<file path="config.mk">
export PLATFORM = sky130hd
export DESIGN_NAME = phy_cr_write_seq
export DESIGN_NICKNAME = d
export VERILOG_FILES = /design/src/rtl/phycr_pkg.sv /design/src/rtl/phycr_datapath.sv /design/src/rtl/phycr_ctrl.sv /design/src/rtl/phy_cr_write_seq.sv
export SDC_FILE = /design/constraint.sdc
export NUM_CORES = 1
export LEC_CHECK = 0
export BUFFER_PORTS_ARGS = -buffer_cell sky130_fd_sc_hd__clkbuf_2
export CAP_MARGIN = 0
export CORE_UTILIZATION = 56
export CTS_CLUSTER_DIAMETER = 100
export CTS_CLUSTER_SIZE = 25
export DETAILED_ROUTE_END_ITERATION = 10
export PLACE_DENSITY = 0.82
export SLEW_MARGIN = 20
export SYNTH_ARGS = -nofsm -noshare
export SYNTH_HDL_FRONTEND = slang
export SYNTH_HIERARCHICAL = 1
export SYNTH_SLANG_ARGS = --single-unit
</file>
<file path="constraint.sdc">
create_clock -name clk -period 5.8 [get_ports clk]
set_input_delay 0.29 -clock clk [delete_from_list [all_inputs] [get_ports clk]]
set_output_delay 0.29 -clock clk [all_outputs]
set_load 0.01 [all_outputs]
</file>
<file path="src/rtl/phycr_pkg.sv">
package phycr_pkg;

  localparam int FIELD_W   = 16;
  localparam int FIELD_LSB = 2;
  localparam int CMD_W     = 20;
  localparam int STS_W     = 17;
  localparam int ACK_POS   = 0;
  localparam int OUT_LSB   = 1;
  localparam int READ_POS  = 18;
  localparam int NUM_CMD   = 3;

  // command strobe positions: index 0 address capture, 1 data capture, 2 commit
  localparam int CMD_POS [NUM_CMD] = '{0, 1, 19};

  typedef enum logic [3:0] {
    ST_IDLE,
    ST_PRE_ADDR,
    ST_ADDR_SET,
    ST_ADDR_CLR,
    ST_PRE_DATA,
    ST_DATA_SET,
    ST_DATA_CLR,
    ST_WR_SET,
    ST_WR_CLR
  } seqState_t;

  typedef struct packed {
    logic               capture;
    logic               fieldData;
    logic [NUM_CMD-1:0] cmdSel;
    logic               driveOn;
    logic               waitRun;
    logic               waitRestart;
    logic               grabOut;
  } seqStrobe_t;

endpackage

</file>
<file path="src/rtl/phycr_datapath.sv">
module phycr_datapath
  import phycr_pkg::*;
#(
  parameter int POLL_CYCLES = 50,
  parameter int WAIT_LIMIT  = 100
) (
  input  logic                clk,
  input  logic                rst,
  input  seqStrobe_t          strobe,
  input  logic [FIELD_W-1:0]  addrIn,
  input  logic [FIELD_W-1:0]  dataIn,
  input  logic [STS_W-1:0]    statusWord,
  output logic [CMD_W-1:0]    cmdWord,
  output logic                ackNow,
  output logic                timeoutHit,
  output logic [FIELD_W-1:0]  phyDataOut
);

  localparam int POLL_W = (POLL_CYCLES > 1) ? $clog2(POLL_CYCLES) : 1;
  localparam int INT_W  = (WAIT_LIMIT > 1) ? $clog2(WAIT_LIMIT) : 1;
  localparam logic [INT_W-1:0] INT_LAST = INT_W'(WAIT_LIMIT - 1);

  logic [FIELD_W-1:0] addrQ;
  logic [FIELD_W-1:0] dataQ;
  logic [FIELD_W-1:0] outQ;
  logic [INT_W-1:0]   intvCnt;
  logic               pollWrap;
  logic               cntClear;

  assign cntClear = !strobe.waitRun || strobe.waitRestart;
  assign ackNow   = statusWord[ACK_POS];

  // operand and data-out capture
  always_ff @(posedge clk) begin
    if (rst) begin
      addrQ <= '0;
      dataQ <= '0;
      outQ  <= '0;
    end else begin
      if (strobe.capture) begin
        addrQ <= addrIn;
        dataQ <= dataIn;
      end
      if (strobe.grabOut) begin
        outQ <= statusWord[OUT_LSB +: FIELD_W];
      end
    end
  end

  // polling interval divider; a single-cycle interval needs no counter
  generate
    if (POLL_CYCLES == 1) begin : g_noPoll
      assign pollWrap = 1'b1;
    end else begin : g_poll
      localparam logic [POLL_W-1:0] POLL_LAST = POLL_W'(POLL_CYCLES - 1);
      logic [POLL_W-1:0] pollCnt;
      always_ff @(posedge clk) begin
        if (rst || cntClear) begin
          pollCnt <= '0;
        end else if (pollCnt == POLL_LAST) begin
          pollCnt <= '0;
        end else begin
          pollCnt <= pollCnt + 1'b1;
        end
      end
      assign pollWrap = (pollCnt == POLL_LAST);
    end
  endgenerate

  // count of elapsed polling intervals in the current wait
  always_ff @(posedge clk) begin
    if (rst || cntClear) begin
      intvCnt <= '0;
    end else if (pollWrap && intvCnt != INT_LAST) begin
      intvCnt <= intvCnt + 1'b1;
    end
  end

  assign timeoutHit = strobe.waitRun && pollWrap && (intvCnt == INT_LAST);

  // drive word assembly
  always_comb begin
    cmdWord = '0;
    if (strobe.driveOn) begin
      cmdWord[FIELD_LSB +: FIELD_W] = strobe.fieldData ? dataQ : addrQ;
      for (int i = 0; i < NUM_CMD; i++) begin
        if (strobe.cmdSel[i]) cmdWord[CMD_POS[i]] = 1'b1;
      end
    end
  end

  assign phyDataOut = outQ;

  // one strobe at a time, read never driven
  assert_cmd_onehot_R2: assert property (@(posedge clk) disable iff (rst)
    $onehot0({cmdWord[CMD_POS[2]], cmdWord[CMD_POS[1]], cmdWord[CMD_POS[0]]}) && !cmdWord[READ_POS]);

  // latched operands do not move while a write is being driven
  assert_operands_hold_R8: assert property (@(posedge clk) disable iff (rst)
    (strobe.driveOn && $past(strobe.driveOn)) |-> ($stable(addrQ) && $stable(dataQ)));

endmodule

</file>
<file path="src/rtl/phycr_ctrl.sv">
module phycr_ctrl
  import phycr_pkg::*;
(
  input  logic       clk,
  input  logic       rst,
  input  logic       start,
  input  logic       ackNow,
  input  logic       timeoutHit,
  output seqStrobe_t strobe,
  output logic       busy,
  output logic       done,
  output logic       timeoutErr
);

  seqState_t state;
  seqState_t stateNext;
  logic      finishOk;
  logic      failHit;
  logic      setPhase;
  logic      ackPending;

  always_comb begin
    stateNext = state;
    finishOk  = 1'b0;
    failHit   = 1'b0;
    case (state)
      ST_IDLE:     if (start) stateNext = ST_PRE_ADDR;
      ST_PRE_ADDR: stateNext = ST_ADDR_SET;
      ST_ADDR_SET: begin
        if (ackNow) stateNext = ST_ADDR_CLR;
        else if (timeoutHit) begin stateNext = ST_IDLE; failHit = 1'b1; end
      end
      ST_ADDR_CLR: begin
        if (!ackNow) stateNext = ST_PRE_DATA;
        else if (timeoutHit) begin stateNext = ST_IDLE; failHit = 1'b1; end
      end
      ST_PRE_DATA: stateNext = ST_DATA_SET;
      ST_DATA_SET: begin
        if (ackNow) stateNext = ST_DATA_CLR;
        else if (timeoutHit) begin stateNext = ST_IDLE; failHit = 1'b1; end
      end
      ST_DATA_CLR: begin
        if (!ackNow) stateNext = ST_WR_SET;
        else if (timeoutHit) begin stateNext = ST_IDLE; failHit = 1'b1; end
      end
      ST_WR_SET: begin
        if (ackNow) stateNext = ST_WR_CLR;
        else if (timeoutHit) begin stateNext = ST_IDLE; failHit = 1'b1; end
      end
      ST_WR_CLR: begin
        if (!ackNow) begin stateNext = ST_IDLE; finishOk = 1'b1; end
        else if (timeoutHit) begin stateNext = ST_IDLE; failHit = 1'b1; end
      end
      default:     stateNext = ST_IDLE;
    endcase
  end

  always_ff @(posedge clk) begin
    if (rst) begin
      state      <= ST_IDLE;
      done       <= 1'b0;
      timeoutErr <= 1'b0;
    end else begin
      state      <= stateNext;
      done       <= finishOk;
      timeoutErr <= failHit;
    end
  end

  always_comb begin
    strobe.capture     = (state == ST_IDLE) && start;
    strobe.fieldData   = state inside {ST_PRE_DATA, ST_DATA_SET, ST_DATA_CLR, ST_WR_SET, ST_WR_CLR};
    strobe.cmdSel      = {state == ST_WR_SET, state == ST_DATA_SET, state == ST_ADDR_SET};
    strobe.driveOn     = (state != ST_IDLE);
    strobe.waitRun     = state inside {ST_ADDR_SET, ST_ADDR_CLR, ST_DATA_SET, ST_DATA_CLR,
                                       ST_WR_SET, ST_WR_CLR};
    strobe.waitRestart = (stateNext != state);
    strobe.grabOut     = (state == ST_WR_SET) && ackNow;
  end

  assign busy       = (state != ST_IDLE);
  assign setPhase   = |strobe.cmdSel;
  assign ackPending = setPhase ? !ackNow : ackNow;

  // an unmet wait at its limit ends in an error pulse and idle
  assert_timeout_ends_R6: assert property (@(posedge clk) disable iff (rst)
    (strobe.waitRun && ackPending && timeoutHit) |=> (timeoutErr && !busy));

  // pulses are one cycle wide and exclusive
  assert_done_pulse_R9: assert property (@(posedge clk) disable iff (rst)
    done |=> !done);
  assert_err_pulse_R9: assert property (@(posedge clk) disable iff (rst)
    timeoutErr |=> !timeoutErr);
  assert_end_exclusive_R9: assert property (@(posedge clk) disable iff (rst)
    !(done && timeoutErr));

  // an ended write leaves the block idle
  assert_end_idle_R7: assert property (@(posedge clk) disable iff (rst)
    (done || timeoutErr) |-> !busy);

endmodule

</file>
<file path="src/rtl/phy_cr_write_seq.sv">
module phy_cr_write_seq
  import phycr_pkg::*;
#(
  parameter int CLK_HZ      = 50_000_000,
  parameter int POLL_CYCLES = CLK_HZ / 1_000_000,
  parameter int WAIT_LIMIT  = 100
) (
  input  logic                clk,
  input  logic                rst,
  input  logic                start,
  input  logic [FIELD_W-1:0]  addrIn,
  input  logic [FIELD_W-1:0]  dataIn,
  input  logic [STS_W-1:0]    statusWord,
  output logic [CMD_W-1:0]    cmdWord,
  output logic                busy,
  output logic                done,
  output logic                timeoutErr,
  output logic [FIELD_W-1:0]  phyDataOut
);

  seqStrobe_t strobe;
  logic       ackNow;
  logic       timeoutHit;
  logic       cmdActive;

  phycr_ctrl u_ctrl (
    .clk        (clk),
    .rst        (rst),
    .start      (start),
    .ackNow     (ackNow),
    .timeoutHit (timeoutHit),
    .strobe     (strobe),
    .busy       (busy),
    .done       (done),
    .timeoutErr (timeoutErr)
  );

  phycr_datapath #(
    .POLL_CYCLES (POLL_CYCLES),
    .WAIT_LIMIT  (WAIT_LIMIT)
  ) u_dp (
    .clk        (clk),
    .rst        (rst),
    .strobe     (strobe),
    .addrIn     (addrIn),
    .dataIn     (dataIn),
    .statusWord (statusWord),
    .cmdWord    (cmdWord),
    .ackNow     (ackNow),
    .timeoutHit (timeoutHit),
    .phyDataOut (phyDataOut)
  );

  assign cmdActive = cmdWord[CMD_POS[0]] | cmdWord[CMD_POS[1]] | cmdWord[CMD_POS[2]];

  // nothing driven toward the PHY while idle
  assert_idle_quiet_R9: assert property (@(posedge clk) disable iff (rst)
    !busy |-> (cmdWord == '0));

  // a strobe is withdrawn mid-write only after the acknowledge was seen
  assert_clear_after_ack_R3: assert property (@(posedge clk) disable iff (rst)
    (busy && $fell(cmdActive)) |-> $past(statusWord[ACK_POS]));

endmodule

</file>
Word level (Yosys, flattened, before mapping). Index checks and enable logic that the tools add are counted.

Add/sub/neg operators: 2. $mul: 0. Divide/modulo/power cells: 0. Order comparisons: 0. Eq/ne operators: 12. Shifts and indexed selects: 0. Multiplexer cells: 20. Bitwise logic cells: 1. Reductions and logical operators: 16.

Operators with widths (number): $pmux W4 S9 (1); $mux W4 (8); $mux W18 (1); $eq A4 B3 Y1 const B (4); $mux W16 (1); $eq A4 B2 Y1 const B (2); $mux W1 (8); $add A7 B1 Y7 const B (1); $eq A7 B7 Y1 const B (1); $ne A7 B7 Y1 const B (1); $add A6 B1 Y6 const B (1); $eq A6 B6 Y1 const B (1); $reduce_bool A6 Y1 (1); $reduce_or A3 Y1 (2); $logic_and A1 B1 Y1 (5); $reduce_bool A5 Y1 (1); $eq A4 B1 Y1 const B (1); $eq A4 B4 Y1 const B (1); $logic_not A4 Y1 (1); $ne A4 B4 Y1 (1); $reduce_bool A4 Y1 (1); $reduce_or A2 Y1 (2); $logic_or A1 B1 Y1 (2); $pmux W1 S2 (1); 2 further kinds (2).

Register bits after elaboration: 67. Bits in latches: 0. Bits in writable memories: 0. ROM bits: 0. Output and inout port bits: 39. Memories kept: 0.

Longest topological paths before layout.
Depth in word-level cells: 11. Gate-level depth with buffers: 14. Mapped depth without buffers: 11.

Cells and area by module. Netlist, hierarchy kept.

By module, submodules not included: phycr_datapath (times used 1, cells an instance 268, area an instance 2650.0 um^2, seq. area each 1221.2 um^2); phycr_ctrl (times used 1, cells an instance 67, area an instance 501.7 um^2, seq. area each 120.1 um^2).

Worst setup path after synthesis. No wires, ideal clock.

Path kind: reg-to-reg. From: register u_ctrl.state[2]. To: register u_dp.g_poll.pollCnt[5]. Arrival time: 2583 ps. Setup slack: 3147 ps. Cell stages (with the launch flop): 14. Path buffers: 3. Cell sequence: dfxtp_1 > clkbuf_1 > nor3_1 > nand2_1 > o21ai_0 > and3_1 > clkbuf_1 > a2111oi_4 > mux2i_1 > a21o_1 > nor3b_1 > buf_2 > o21ai_1 > a21oi_1.

RTL lines: start, declared (RTL line phycr_ctrl.sv:15) `seqState_t state;`; start signal, assigned (RTL line phycr_ctrl.sv:64) `state <= stateNext;`; end signal, assigned (RTL line phycr_datapath.sv:63) `pollCnt <= pollCnt + 1'b1;`; end, declared (RTL line phycr_datapath.sv:56) `logic [POLL_W-1:0] pollCnt;`.

==> flow_summary.toml <==
[run_status]
status = "finished, final reports clean"

[setup_path]
path_max_fanout = 19
critPathRequiredTime_ns = 6.05
r2r_cells = 10
critPathArrivalTime_ns = 3.68
start_kind = "register"
crit_type = "reg -> reg"
end_kind = "register"

[sta]
relSlewSlack_pct = 34.3
fmax_mhz = 292
final_max_slew_viol_count = 0
finalSetupViolations = 0
fin_tns_setup_ns = 0
worst_pin_slew_ns = 0.985
rsz0062_at_grt = "false"
skew_ns = 0.00868
hold_viol_final = 0
final.period_utilization_pct = 59.1
period_needed_ns = 3.43

[placement]
gp_congestion = 0.840
place_inst = 469
place.detailed.hpwl_mm = 4.37
port_buffers = 89

[clock_network]
cts_tree = "done"
post_cts_buffers = 0
cts_max_path_buffers = 2
cts_root_buf = "clkbuf_8"
clk_latency_ns = 0.33
h-tree-depth = 3
cts_hold_buf = 0
clk_pin_slew_ns = 0.07
cts_num_sinks = 67
cts.repair.resized = 0
cts_buffers = 9

[finish]
finalNetCount = 465
stdcell_count = 485
n_antenna_cell = 0
final_cell_mix = "clkbuf_2 (89), mux2i_1 (68), dfxtp_1 (67)"
drive_gt1_share_pct = 27.2
mostFrequentLayoutCell = "clkbuf_2"
syn_to_final_growth_pct = 20.1

[min_path]
worstHoldPathCells = 3
holdCritPathClass = "in -> reg"

[yosys]
synthCells = 335
synth_seq_cells = 67
synth_edf_count = 0
synth_cell_types = 47
synth_seq_area_share_pct = 42.6
synthesis.area_mm2 = 0.00315
yosys_warnings = 6
syn_avg_cell_area_um2 = 9.41
synth_top_area_cell = "dfxtp_1"
ys.flop_type = "dfxtp_1"
synth_area_leaders = "dfxtp_1 (43%), mux2i_1 (22%), nor2_1 (7.1%)"
synthArstFlopShare_pct = 0
syn_nets = 390
yosys.area.top_type_share_pct = 42.6

[die]
core_mm2 = 0.00527
die_w_um = 77.0
pin_count = 91
fp-row-count = 26
die_area_mm2 = 0.00593
die_h_um = 77.0
start_util_pct = 59.8

[drt]
num_vias = 2569
initialDrtViolationCount = 196
drt-vias-per-instance = 5.30
first_pass_iters = 4
drt_wl_total_mm = 6.39
postRouteAntennaNets = 0
drc = 0
wl_per_cell_um = 13.2

[grt]
antenna_found_initial = 0
grt_max_degree = 57
overflow = 0
grt.total_usage_pct = 22.4
grt_pass1_wl_mm = 10.6
grt_pass1_vias = 2377

[power]
p_leak_nw = 1.60
power_density_mw_per_mm2 = 284
worst_ir_drop_vdd_mv = 0.163

[flow_run]
drv_cap = 0
## metal layers
metal	track usage (%)	up-vias	wire length [um]
met2	38.8	93	3010
li1	-	1294	-
met4	9.06	0	82
met1	26.7	1175	2900
met3	5.12	7	395
met5	0	-	0
## worst max-delay path: stages (launching register included)
cell	delay (ns)
dfxtp_1	0.75
nor3_1	0.19
nand2_1	0.19
o21ai_0	0.14
and3_1	0.31
a2111oi_4	0.37
mux2i_1	0.12
a21o_1	0.20
nor3b_2	0.57
o21ai_1	0.33
a21oi_1	0.18
## registers in the layout (all words and copies together), names as in the netlist
name                 flops
u_dp/addrQ              16
u_dp/dataQ              16
u_dp/phyDataOut         16
u_dp/intvCnt             7
u_dp/g_poll.pollCnt      6
u_ctrl/state             4
u_ctrl/done              1
u_ctrl/timeoutErr        1
## worst paths after layout
kind	start	to	slack (ns)
min reg2reg	u_dp/intvCnt[6]$_SDFFE_PP0P_	u_dp/intvCnt[6]$_SDFFE_PP0P_	0.47
min	dataIn[3]	u_dp/dataQ[3]$_SDFFE_PP0P_	0.20
max	u_ctrl/state[0]$_SDFF_PP0_	u_dp/g_poll.pollCnt[5]$_SDFF_PP0_	2.37
max reg2reg	u_ctrl/state[0]$_SDFF_PP0_	u_dp/g_poll.pollCnt[5]$_SDFF_PP0_	2.37
## synth_stat cells, types with 2 or more instances
library cell,instances
o21ai_0,7
nor2_1,60
xor2_1,2
o22ai_1,2
and2_1,6
o21bai_1,2
xnor2_1,2
a311o_1,2
nand2b_1,9
or3_1,4
buf_6,2
nand4b_1,2
nor3_1,4
ha_1,3
mux2i_1,68
inv_1,3
nor2b_1,16
dfxtp_1,67
o311ai_0,2
buf_4,4
nand2_1,11
buf_2,10
nand3_1,3
buf_1,2
clkbuf_1,9
a21oi_1,10
and3_1,3
## power breakdown
part           internal [mW]  leakage (nW)  switching, mW
registers              0.482         0.545         0.0185
logic                 0.0727         0.944         0.0773
clock network          0.254         0.111          0.170
## logic make-up (layout without fill, tap and decap cells)
group | Yosys count | in the layout | share of synthesized area, %
simple gates | 125 | 125 | 19.9
mux | 69 | 69 | 22.0
flops | 67 | 67 | 42.6
compound gates | 36 | 36 | 8.26
buf+inv | 30 | 110 | 4.92
xor+xnor | 4 | 4 | 1.11
fa+ha+maj | 3 | 3 | 1.19
other cells | 1 | 1 | 0.119
## cell type report
type / count / area (um^2)
flip-flops and latches: 67 / 1340
clock inverters: 4 / 73.8
inverters: 3 / 11.3
fillers: 419 / 1490
clock buffers: 12 / 145
well taps: 70 / 87.6
multi-input cells: 238 / 1670
repair buffers: 91 / 460
## metrics by stage
step	instance area (um^2)	utilization [%]	hold slack, ns	power [mW]	setup WS (ns)
after global routing	3780	71.8	0.192	1.12	2.09
after global placement	3560	67.6	0.442	0.654	2.23
after detailed placement	3560	67.6	0.459	0.659	2.02
final	3780	71.8	0.199	1.07	2.37
after floorplan	3150	-	0.362	0.618	3.15
after CTS	3780	71.7	0.182	1.08	2.01
No activity file was read; power rests on OpenSTA's default activity.
